## config.mk

```make
export PLATFORM = sky130hd
export DESIGN_NAME = pmic_serial_bridge
export DESIGN_NICKNAME = d
export VERILOG_FILES = /design/src/rtl/pmic_serial_bridge.sv
export SDC_FILE = /design/constraint.sdc
export NUM_CORES = 1
export LEC_CHECK = 0
export BUFFER_PORTS_ARGS = -buffer_cell sky130_fd_sc_hd__buf_2
export CORE_ASPECT_RATIO = 1.75
export CORE_MARGIN = 2
export CORE_UTILIZATION = 25
export CTS_BUF_LIST = sky130_fd_sc_hd__clkbuf_8 sky130_fd_sc_hd__clkbuf_16
export CTS_CLUSTER_DIAMETER = 30
export DETAILED_ROUTE_END_ITERATION = 8
export PLACE_DENSITY_LB_ADDON = 0.12
export RECOVER_POWER = 100
export SYNTH_ARGS = -nofsm -noshare
export SYNTH_HDL_FRONTEND = slang
export SYNTH_SLANG_ARGS = --single-unit
```

## constraint.sdc

```tcl
create_clock -name clk -period 7.3 [get_ports clk]
set_clock_uncertainty 0.15 [all_clocks]
set_input_delay 1.825 -clock clk [delete_from_list [all_inputs] [get_ports clk]]
set_output_delay 1.825 -clock clk [all_outputs]
set_load 0.05 [all_outputs]
```

## src/rtl/pmic_serial_bridge.sv

```systemverilog
module pmic_serial_bridge #(
  parameter int ABUS_W     = 18,
  parameter int WIN_BASE   = 'h8000,
  parameter int WIN_SIZE   = 'h4000,
  parameter int WORD_ADDR  = 1,
  parameter int FIFO_DEPTH = 4,
  parameter int SCLK_HALF  = 2
) (
  input  logic              clk,
  input  logic              rst_n,
  input  logic              bus_sel,
  input  logic              bus_we,
  input  logic [ABUS_W-1:0] bus_addr,
  input  logic [31:0]       bus_wdata,
  output logic [31:0]       bus_rdata,
  output logic              ser_csn,
  output logic              ser_sclk,
  output logic              ser_mosi,
  input  logic              ser_miso
);
  localparam int PW = (FIFO_DEPTH > 1) ? $clog2(FIFO_DEPTH) : 1;
  localparam int CW = $clog2(FIFO_DEPTH + 1);
  localparam int DW = $clog2(SCLK_HALF + 1);
  localparam logic [31:0] A_CFG  = 32'h20;
  localparam logic [31:0] A_CMD  = 32'h28;
  localparam logic [31:0] A_RES  = 32'h2C;
  localparam logic [31:0] A_STAT = 32'h30;
  localparam logic [31:0] WIN_LO = 32'(WIN_BASE);
  localparam logic [31:0] WIN_HI = 32'(WIN_BASE + WIN_SIZE);

  function automatic logic [14:0] slv_addr(input logic [31:0] v);
    return (WORD_ADDR != 0) ? v[16:2] : v[14:0];
  endfunction

  logic [31:0] addr32, win_off;
  logic        wr, in_win, cmd_wr, push, drop;
  assign addr32  = 32'(bus_addr);
  assign win_off = addr32 - WIN_LO;
  assign wr      = bus_sel & bus_we;
  assign in_win  = (addr32 >= WIN_LO) && (addr32 < WIN_HI);

  logic          cfg_on, ovf;
  logic          rd_busy, rd_pend;
  logic [14:0]   rd_echo;
  logic [15:0]   rd_val;

  logic [30:0]   fifo_q [FIFO_DEPTH];
  logic [PW-1:0] wr_ptr, rd_ptr;
  logic [CW-1:0] count;
  logic          fifo_full, fifo_empty;
  assign fifo_full  = (count == CW'(FIFO_DEPTH));
  assign fifo_empty = (count == '0);

  logic          shifting, is_rd, sclk_q, csn_q;
  logic [31:0]   sh_q;
  logic [4:0]    bit_cnt;
  logic [DW-1:0] div_q;
  logic [15:0]   rx_q;
  logic          start_rd, start_wr, tick, frame_done;

  assign cmd_wr     = wr && (addr32 == A_CMD) && !rd_busy;
  assign push       = wr && in_win && !fifo_full;
  assign drop       = wr && in_win && fifo_full;
  assign start_wr   = !shifting && !fifo_empty;
  assign start_rd   = !shifting && rd_pend && fifo_empty;
  assign tick       = shifting && (div_q == DW'(SCLK_HALF - 1));
  assign frame_done = tick && sclk_q && (bit_cnt == 5'd31);

  function automatic logic [PW-1:0] ptr_next(input logic [PW-1:0] p);
    return (p == PW'(FIFO_DEPTH - 1)) ? '0 : p + 1'b1;
  endfunction

  always_ff @(posedge clk) begin
    if (push) fifo_q[wr_ptr] <= {slv_addr(win_off), bus_wdata[15:0]};
  end

  always_ff @(posedge clk or negedge rst_n) begin
    if (!rst_n) begin
      wr_ptr <= '0;
      rd_ptr <= '0;
      count  <= '0;
    end else begin
      if (push)     wr_ptr <= ptr_next(wr_ptr);
      if (start_wr) rd_ptr <= ptr_next(rd_ptr);
      case ({push, start_wr})
        2'b10:   count <= count + 1'b1;
        2'b01:   count <= count - 1'b1;
        default: count <= count;
      endcase
    end
  end

  always_ff @(posedge clk or negedge rst_n) begin
    if (!rst_n) begin
      cfg_on  <= 1'b0;
      ovf     <= 1'b0;
      rd_busy <= 1'b0;
      rd_pend <= 1'b0;
      rd_echo <= '0;
      rd_val  <= '0;
    end else begin
      if (wr && addr32 == A_CFG) cfg_on <= bus_wdata[30];
      if (drop) ovf <= 1'b1;
      else if (wr && addr32 == A_STAT && bus_wdata[12]) ovf <= 1'b0;
      if (cmd_wr) begin
        rd_busy <= 1'b1;
        rd_pend <= 1'b1;
        rd_echo <= slv_addr(bus_wdata);
      end
      if (start_rd) rd_pend <= 1'b0;
      if (frame_done && is_rd) begin
        rd_busy <= 1'b0;
        rd_val  <= rx_q;
      end
    end
  end

  always_ff @(posedge clk or negedge rst_n) begin
    if (!rst_n) begin
      shifting <= 1'b0;
      is_rd    <= 1'b0;
      sclk_q   <= 1'b0;
      csn_q    <= 1'b1;
      sh_q     <= '0;
      bit_cnt  <= '0;
      div_q    <= '0;
      rx_q     <= '0;
    end else if (start_wr || start_rd) begin
      shifting <= 1'b1;
      is_rd    <= start_rd;
      sclk_q   <= 1'b0;
      csn_q    <= 1'b0;
      bit_cnt  <= '0;
      div_q    <= '0;
      sh_q     <= start_rd ? {1'b1, rd_echo, 16'h0000} : {1'b0, fifo_q[rd_ptr]};
    end else if (shifting) begin
      if (!tick) begin
        div_q <= div_q + 1'b1;
      end else begin
        div_q <= '0;
        if (!sclk_q) begin
          sclk_q <= 1'b1;
          rx_q   <= {rx_q[14:0], ser_miso};
        end else begin
          sclk_q <= 1'b0;
          if (bit_cnt == 5'd31) begin
            shifting <= 1'b0;
            csn_q    <= 1'b1;
          end else begin
            bit_cnt <= bit_cnt + 1'b1;
            sh_q    <= {sh_q[30:0], 1'b0};
          end
        end
      end
    end else begin
      sclk_q <= cfg_on ? ~sclk_q : 1'b0;
    end
  end

  assign ser_csn  = csn_q;
  assign ser_sclk = sclk_q;
  assign ser_mosi = csn_q ? 1'b0 : sh_q[31];

  always_comb begin
    case (addr32)
      A_CFG:   bus_rdata = {1'b0, cfg_on, 30'd0};
      A_RES:   bus_rdata = {rd_busy, rd_echo, rd_val};
      A_STAT:  bus_rdata = {19'd0, ovf, fifo_full, fifo_empty, 10'd0};
      default: bus_rdata = 32'd0;
    endcase
  end

  logic unused_bits;
  assign unused_bits = ^{bus_wdata, win_off};
endmodule

```

Word-level counts from Yosys, hierarchy flattened
Memories as Yosys holds them, arrays and structs flattened.
Index checks and enable logic that the tools add are counted.

operators by class
  $add $sub $neg = 7
  $mul = 0
  divide/modulo/power cells = 0
  order comparisons = 2
  equality and inequality tests = 13
  shift operators = 0
  muxes and demuxes = 41
  bitwise operators = 3
  reductions and logical operators = 33

operator list
  kind                    count
  $mux 32                 6
  $pmux 32 s3             1
  $eq 18x6->1 const B     4
  $mux 5                  5
  $mux 1                  23
  $ge 18x16->1 const B    1
  $lt 18x16->1 const B    1
  $sub 17x16->17 const B  1
  $logic_and 1x1->1       16
  $reduce_bool 2->1       8
  $reduce_and 4->1        3
  $mux 2                  5
  $add 2x1->2 const B     3
  $eq 2x2->1 const B      3
  $pmux 3 s2              1
  $add 5x1->5 const B     1
  $eq 5x5->1 const B      1
  $eq 2x1->1 const B      2
  $logic_not 1->1         4
  $add 3x1->3 const B     1
  $eq 3x3->1 const B      1
  $logic_not 3->1         1
  $ne 3x1->1 const B      1
  $sub 3x1->3 const B     1
  4 further kinds         5

word-level totals
  register bits after elaboration = 101
  bits in latches = 0
  bits in writable memories = 124
  ROM bits = 0
  input bits = 55
  output and inout port bits = 35
  logic and storage cells = 117
  memories = 1

memory list
  memory  words  bits a word  rd ports  clocked after Yosys merged registers in  write ports  RTL line  source
  fifo_q  4      31           1         0                                        1            47        logic [30:0] fifo_q [FIFO_DEPTH];

Longest topological paths before layout
Gate-level depths: netlist (run 1).

  depth in word-level cells = 6
  gate-level depth with buffers = 9
  gate-level depth less buffers = 9

Least setup slack after synthesis (run 1)
OpenSTA, ideal clock, no wires.

  path kind = in2out
  from = in bus_addr[9]
  to = out bus_rdata[10]
  arrival time = 3471 ps
  required time = 5325 ps
  slack = 1854 ps
  cell stages on the path = 5
  buffers on the path = 1
  cell sequence = nor4b_1 -> nand3_1 -> nor4_1 -> clkbuf_1 -> a22o_1

between the ends
  cells in the longest elaborated chain, start to end = 2
  elaborated cells on any way between the ends = 4
  classes of those cells = 3 x eq/ne; 1 x mux

RTL lines
  element        RTL line  source
  from (decl)    13        input logic [ABUS_W-1:0] bus_addr,
  $eq 18x6->1    165       case (addr32)
  $pmux 32 s3 *  165
  to (decl)      15        output logic [31:0] bus_rdata,

Mark *: on every way between the ends. The rest lies on a longest branch, timed or not.

Final worst setup path (run 1)
  from = in bus_addr[14]
  to = out bus_rdata[16]

Same word-level chain as after synthesis.

==> out/qor.yml, run 1 <==
status:
  status: "finished, violations left"
  violations: "max-capacitance violations, max-slew violations"
clock_network:
  clk_path_buf_depth: 3
  cts_inserted_buffers: 39
  post-cts-setup-buffer-count: 0
  h-tree-depth: 2
  clockRootBuffer: "clkbuf_16"
  postCtsHoldBufs: 0
  clk_pin_slew_worst_paths_ns: 0.05
  clk_latency_ns: 0.51
  cts_tree: "yes"
  cts_sinks: 225
  cts_resized: 0
logic_synthesis:
  ys_top_cells_by_count: "124 x edfxtp_1, 100 x dfrtp_1, 56 x nand2_1"
  synth_cells: 581
  synth_top_area_cell: "edfxtp_1"
  synth_fp_nets: 645
  synthDistinctLibCells: 44
  synth-main-ff-cell: "edfxtp_1"
  synth_area_leaders: "edfxtp_1 41%, dfrtp_1 27%, mux4_2 7.6%, mux2_2 6.5%, nand2_1 2.3%"
  synth_area_per_cell_sq_um: 15.78
  synth_most_common_cell: "edfxtp_1"
  yosysSeqAreaShare_pct: 68.19
  async_reset_ff_share_pct: 44.89
  synth_edf_count: 124
  yosysWarnings: 0
  ys_ff_latch: 225
  synth_top_area_share_pct: 40.61
  syn_area_sq_um: 9169
finish:
  final_nets: 748
  n_fill_cell: 3645
  drive_gt1_share_pct: 24.30
  final_area_sq_um: 11260
  syn2layout_area_growth_pct: 22.78
floorplan:
  ios: 90
  fp.coreArea_sq_um: 36140
  dieArea_sq_um: 38280
  die_w_microns: 148.8
  rows: 92
  die_h_microns: 257.3
  start_util_pct: 25.37
placement:
  place.gp.congestion: 0.7132
  portBuffers: 75
  dp_hpwl_microns: 15100
  place_area_sq_um: 10140
route:
  wl_microns: 23220
  vias_per_cell: 4.458
  ant_nets: 0
  wl_per_cell_microns: 19.63
  drtPass1Iterations: 6
  drc: 0
  num_vias: 5274
  drtIter0Drc: 243
grt:
  grt_pass1_vias: 5950
  grt.overflow.total: 0
  grt_max_degree: 60
  grt_usage_pct: 12.60
  grt_pass1_wl_microns: 36030
  antenna_found_initial: 1
sta:
  fin_crit_sh_pct: 88.46
  fmax_ghz: 0.1549
  hold_viol: 0
  setup_tns_ns: 0
  period_minus_slack_ns: 6.458
  relSlewSlack_pct: -80.47
  finalMaxSlewViolations: 200
  hold_slack_ns: 0.3443
  setup_violations: 0
  worst_slew_pin_slew_ns: 2.707
  rsz0062_at_grt: "no"
power_and_ir_drop:
  p_per_area_nw_per_um2: 389.0
  ir_drop_mv: 0.1187
  p_leak_nw: 4.254
  p_total_mw: 4.379
critical_path:
  path_class: "in -> out"
  start_kind: "primary input"
  critical_path.max_fanout: 10
  worstPathRequired_ns: 5.33
  end_kind: "output pin"
  arrival_ns: 4.48
hold_path:
  hp-class: "reg -> reg"
job:
  maxCapViolCount: 5
-- flip-flops by register name, summed over array words and instances, names as in the netlist --
register and cells:
rd_busy 1, sh_q 32, count 3, rd_ptr 2
fifo_q 124, rd_val 16, ovf 1, rx_q 16
wr_ptr 2, ser_sclk 1, shifting 1, rd_pend 1
rd_echo 15, div_q 2, is_rd 1, cfg_on 1
ser_csn 1, bit_cnt 5
-- where the power goes --
part           internal [mW]  total (mW)  leakage, nW  switching [mW]
Clock                   1.12        1.74        0.632           0.617
Combinational          0.444       0.960         1.20           0.515
Sequential              1.53        1.68         2.42           0.151
Total                   3.10        4.38         4.25            1.28
-- through the flow --
stage | worst slack (ns) | util, % | cells
global route | 0.5728 | 31.14 | 1183
finish | 0.8422 | 31.14 | 1183
CTS | 1.073 | 31.52 | 1182
detailed placement | 1.076 | 28.06 | 1113
global placement | 1.042 | 28.06 | 1113
floorplan | 1.854 | - | 581
-- placed cells by master (no fill, tap or decap), drive strengths merged, types with 7 or more instances in the layout --
cell and count:
a32oi 15, o22ai 15, nor2 20, clkbuf 106
ha 8, buf 25, mux2i 15, mux4 31
nand2 56, o21ai 18, edfxtp 124, nand3 8
and2 33, dfrtp 100, inv 19, xnor2 7
clkinv 12, mux2 53
-- cells by family (layout without fill, tap and decap cells) --
kind of cell,after synthesis,count (layout),share of synthesized area (%)
AOI/OAI and AO/OA,62,62,4.517
xor gates and xnor gates,8,8,0.7642
adders and majority gates,9,9,1.310
buffers and inverters,38,169,1.760
DFF,225,225,68.19
muxes,99,99,15.76
other,0,1,0
and+or+nand+nor,140,140,7.697
-- per-layer routing --
metal,up-vias,GRT usage [%],share of wire (%)
li1,2411,-,-
met1,2711,14.03,39
met2,109,23.34,55
met3,43,2.287,3.4
met4,0,5.132,2.9
met5,-,0,0
-- final cells by class --
class	instances	area, sq um	area share [%]
clock buffer	40	989.7	8.792
sequential	225	6254	55.55
clock inverter	29	260.3	2.312
multi-input combinational	318	2743	24.36
inverter	9	33.78	0.3001
antenna	1	2.502	0.02223
timing repair buffer	91	386.6	3.434
tap	470	588.1	5.224
-- worst paths after layout --
| check | startpoint | end | slack [ns] | depth (start not counted) |
|---|---|---|---|---|
| setup / recovery | bus_addr[14] | bus_rdata[16] | 0.84 | 7 |
| hold / removal | rd_val[15] | rd_val[15] | 0.34 | 1 |
| setup reg to reg | count[0] | fifo_q[2][11] | 3.55 | 5 |
| hold reg to reg | rd_val[15] | rd_val[15] | 0.34 | 1 |
| max in group asynchronous | rst_n | sh_q[22] | 2.32 | 2 |
| min in group asynchronous | rst_n | sh_q[5] | 2.02 | 1 |
-- worst max-delay path, cell delays in order --
cell,delay [ns]
clkbuf_1,0.12
nor3_1,0.70
nand3_1,0.26
nor4_1,0.53
clkbuf_1,0.50
and2_1,0.26
buf_2,0.28
(Power assumes the default switching activity.)
==> run 2, diff against run 1 <==
--- a/config.mk
+++ b/config.mk
@@ -6,6 +6,8 @@
 export NUM_CORES = 1
 export LEC_CHECK = 0
 export BUFFER_PORTS_ARGS = -buffer_cell sky130_fd_sc_hd__buf_2
+export CELL_PAD_IN_SITES_DETAIL_PLACEMENT = 1
+export CELL_PAD_IN_SITES_GLOBAL_PLACEMENT = 1
 export CORE_ASPECT_RATIO = 1.75
 export CORE_MARGIN = 2
 export CORE_UTILIZATION = 25
@@ -14,6 +16,7 @@
 export DETAILED_ROUTE_END_ITERATION = 8
 export PLACE_DENSITY_LB_ADDON = 0.12
 export RECOVER_POWER = 100
+export SETUP_SLACK_MARGIN = 0.3
 export SYNTH_ARGS = -nofsm -noshare
 export SYNTH_HDL_FRONTEND = slang
 export SYNTH_SLANG_ARGS = --single-unit
==> constraint.sdc (replaced) <==
create_clock -name clk -period 7.7 [get_ports clk]
set_clock_uncertainty 0.15 [all_clocks]
set_input_delay 1.925 -clock clk [delete_from_list [all_inputs] [get_ports clk]]
set_output_delay 1.925 -clock clk [all_outputs]
set_load 0.05 [all_outputs]
==> run 2 against run 1 <==
The run still ends with max-capacitance violations, max-slew violations left. Wire length increased by 5.8%. Critical path depth unchanged. Count of clock-buffer cells in the layout increased by 4. Non-clock buffer count decreased by 1. Global-route usage grew 0.71 points. First-iteration DRC count decreased by 12%. Sequential cell count unchanged. Register-to-register slack improved by 0.49 ns. Cell area rose by 2.3%. Worst hold slack gained 0.0016 ns. Critical endpoint is now bus_rdata[15]. Largest cell class unchanged.
==> out/qor.yml, run 2 (same netlist as run 1, synthesis figures left out) <==
route:
  drtPass1Iterations: 4
  drtIter0Drc: 215
  wl_microns: 24560
  ant_nets: 0
  vias_per_cell: 4.503
  wl_per_cell_microns: 20.61
  drc: 0
  num_vias: 5367
critical_path:
  crit_chain: "clkbuf_1 -> nor4_1 -> nand3_1 -> nor4_1 -> buf_4 -> and2_1 -> clkbuf_1"
  startpoint: "bus_addr[10]"
  crit_path_max_incr_delay_ns: 0.80
  critical_path.max_fanout: 21
  path_class: "in -> out"
  end_kind: "output pin"
  r2r-start: "count[0]"
  cp_top_family: "simple AND/OR/NAND/NOR gates"
  slowest_stage: "nor4_1"
  start_kind: "primary input"
  arrival_ns: 4.87
  worstPathRequired_ns: 5.62
  critPathBufInv: 3
sta:
  worst_slew_pin_slew_ns: 2.423
  finalMaxSlewViolations: 232
  relSlewSlack_pct: -61.52
  fmax_ghz: 0.1439
  period_minus_slack_ns: 6.949
  setup_tns_ns: 0
  fin_crit_sh_pct: 90.25
  rsz0062_at_grt: "no"
  setup_violations: 0
  finalWorstSetupSlack_ns: 0.7511
  hold_viol: 0
placement:
  post-place-ws_ns: 1.077
  dp.cells: 1112
  portBuffers: 75
  dp_hpwl_microns: 15920
  place.gp.congestion: 0.7108
clock_network:
  clk_latency_ns: 0.53
  clk_path_buf_depth: 3
  cts_tree: "yes"
  cts_resized: 0
  postCtsHoldBufs: 0
  clk_pin_slew_worst_paths_ns: 0.05
  cts_sinks: 225
  cts_inserted_buffers: 43
  h-tree-depth: 2
  post-cts-setup-buffer-count: 0
  clockRootBuffer: "clkbuf_16"
grt:
  antenna_found_initial: 0
  grt_usage_pct: 13.32
  grt_pass1_vias: 6422
  grt_pass1_wl_microns: 38350
  grt.overflow.total: 0
  grt_max_degree: 73
power_and_ir_drop:
  p_leak_nw: 4.360
  ir_drop_mv: 0.1435
  p_per_area_nw_per_um2: 389.4
  p_total_mw: 4.483
finish:
  largest_reg_flops: 124
  top_register: "fifo_q"
  largestRegisters: "fifo_q (124), sh_q (32)"
  n_fill_cell: 3821
  multiInputGateArea_sq_um: 2738
  n_antenna_cell: 0
  finalNonFillerCells: 1192
  seq_area_sq_um: 6254
  syn2layout_area_growth_pct: 25.55
  final_nets: 751
  drive_gt1_share_pct: 25.90
  layout_commonest_cell: "edfxtp_1"
  final_cell_mix: "124 x edfxtp_1, 99 x dfrtp_1, 64 x clkbuf_1"
status:
  violations: "max-capacitance violations, max-slew violations"
  status: "finished, violations left"
floorplan:
  fp.coreArea_sq_um: 36140
  start_util_pct: 25.37
  die_w_microns: 148.8
  die_h_microns: 257.3
  ios: 90
  dieArea_sq_um: 38280
  rows: 92
job:
  maxCapViolCount: 6
hold_path:
  hold_start: "rd_val[9]"
  hp-class: "reg -> reg"
[run 2: routing by layer]
| metal | GRT usage (%) | part of all wire [%] |
|---|---|---|
| met1 | 14.33 | 38 |
| met2 | 25.26 | 56 |
| met3 | 2.234 | 3.2 |
| met4 | 5.635 | 3.1 |
| met5 | 0 | 0 |
[run 2: power by group]
group | internal (mW) | leakage (nW) | switching [mW] | total, mW
combinational | 0.424 | 1.20 | 0.505 | 0.929
sequential | 1.45 | 2.42 | 0.146 | 1.60
clock | 1.29 | 0.741 | 0.669 | 1.96
total | 3.16 | 4.36 | 1.32 | 4.48
[run 2: worst paths after layout]
path	slack [ns]	cells past startpoint	endpoint
min in group asynchronous	1.71	1	sh_q[3]
max reg2reg	4.04	5	fifo_q[1][5]
max in group asynchronous	2.93	2	wr_ptr[0]
min	0.35	1	rd_val[9]
max	0.75	7	bus_rdata[15]
min reg2reg	0.35	1	rd_val[9]
[run 2: through the flow]
stage	instance area (sq um)	util [%]	hold WS, ns
finish	11510	31.85	0.3460
detailed placement	10130	28.04	0.3387
global route	11510	31.85	0.3631
floorplan	9169	-	0.3158
global placement	10130	28.04	0.3347
CTS	11650	32.23	0.3510
[run 2: area by class of cell]
type	count	area share, %
Clock buffer	44	9.565
Clock inverter	36	3.598
Inverter	9	0.2935
Multi-Input combinational cell	318	23.78
Sequential cell	225	54.33
Tap cell	470	5.109
Timing Repair Buffer	90	3.326
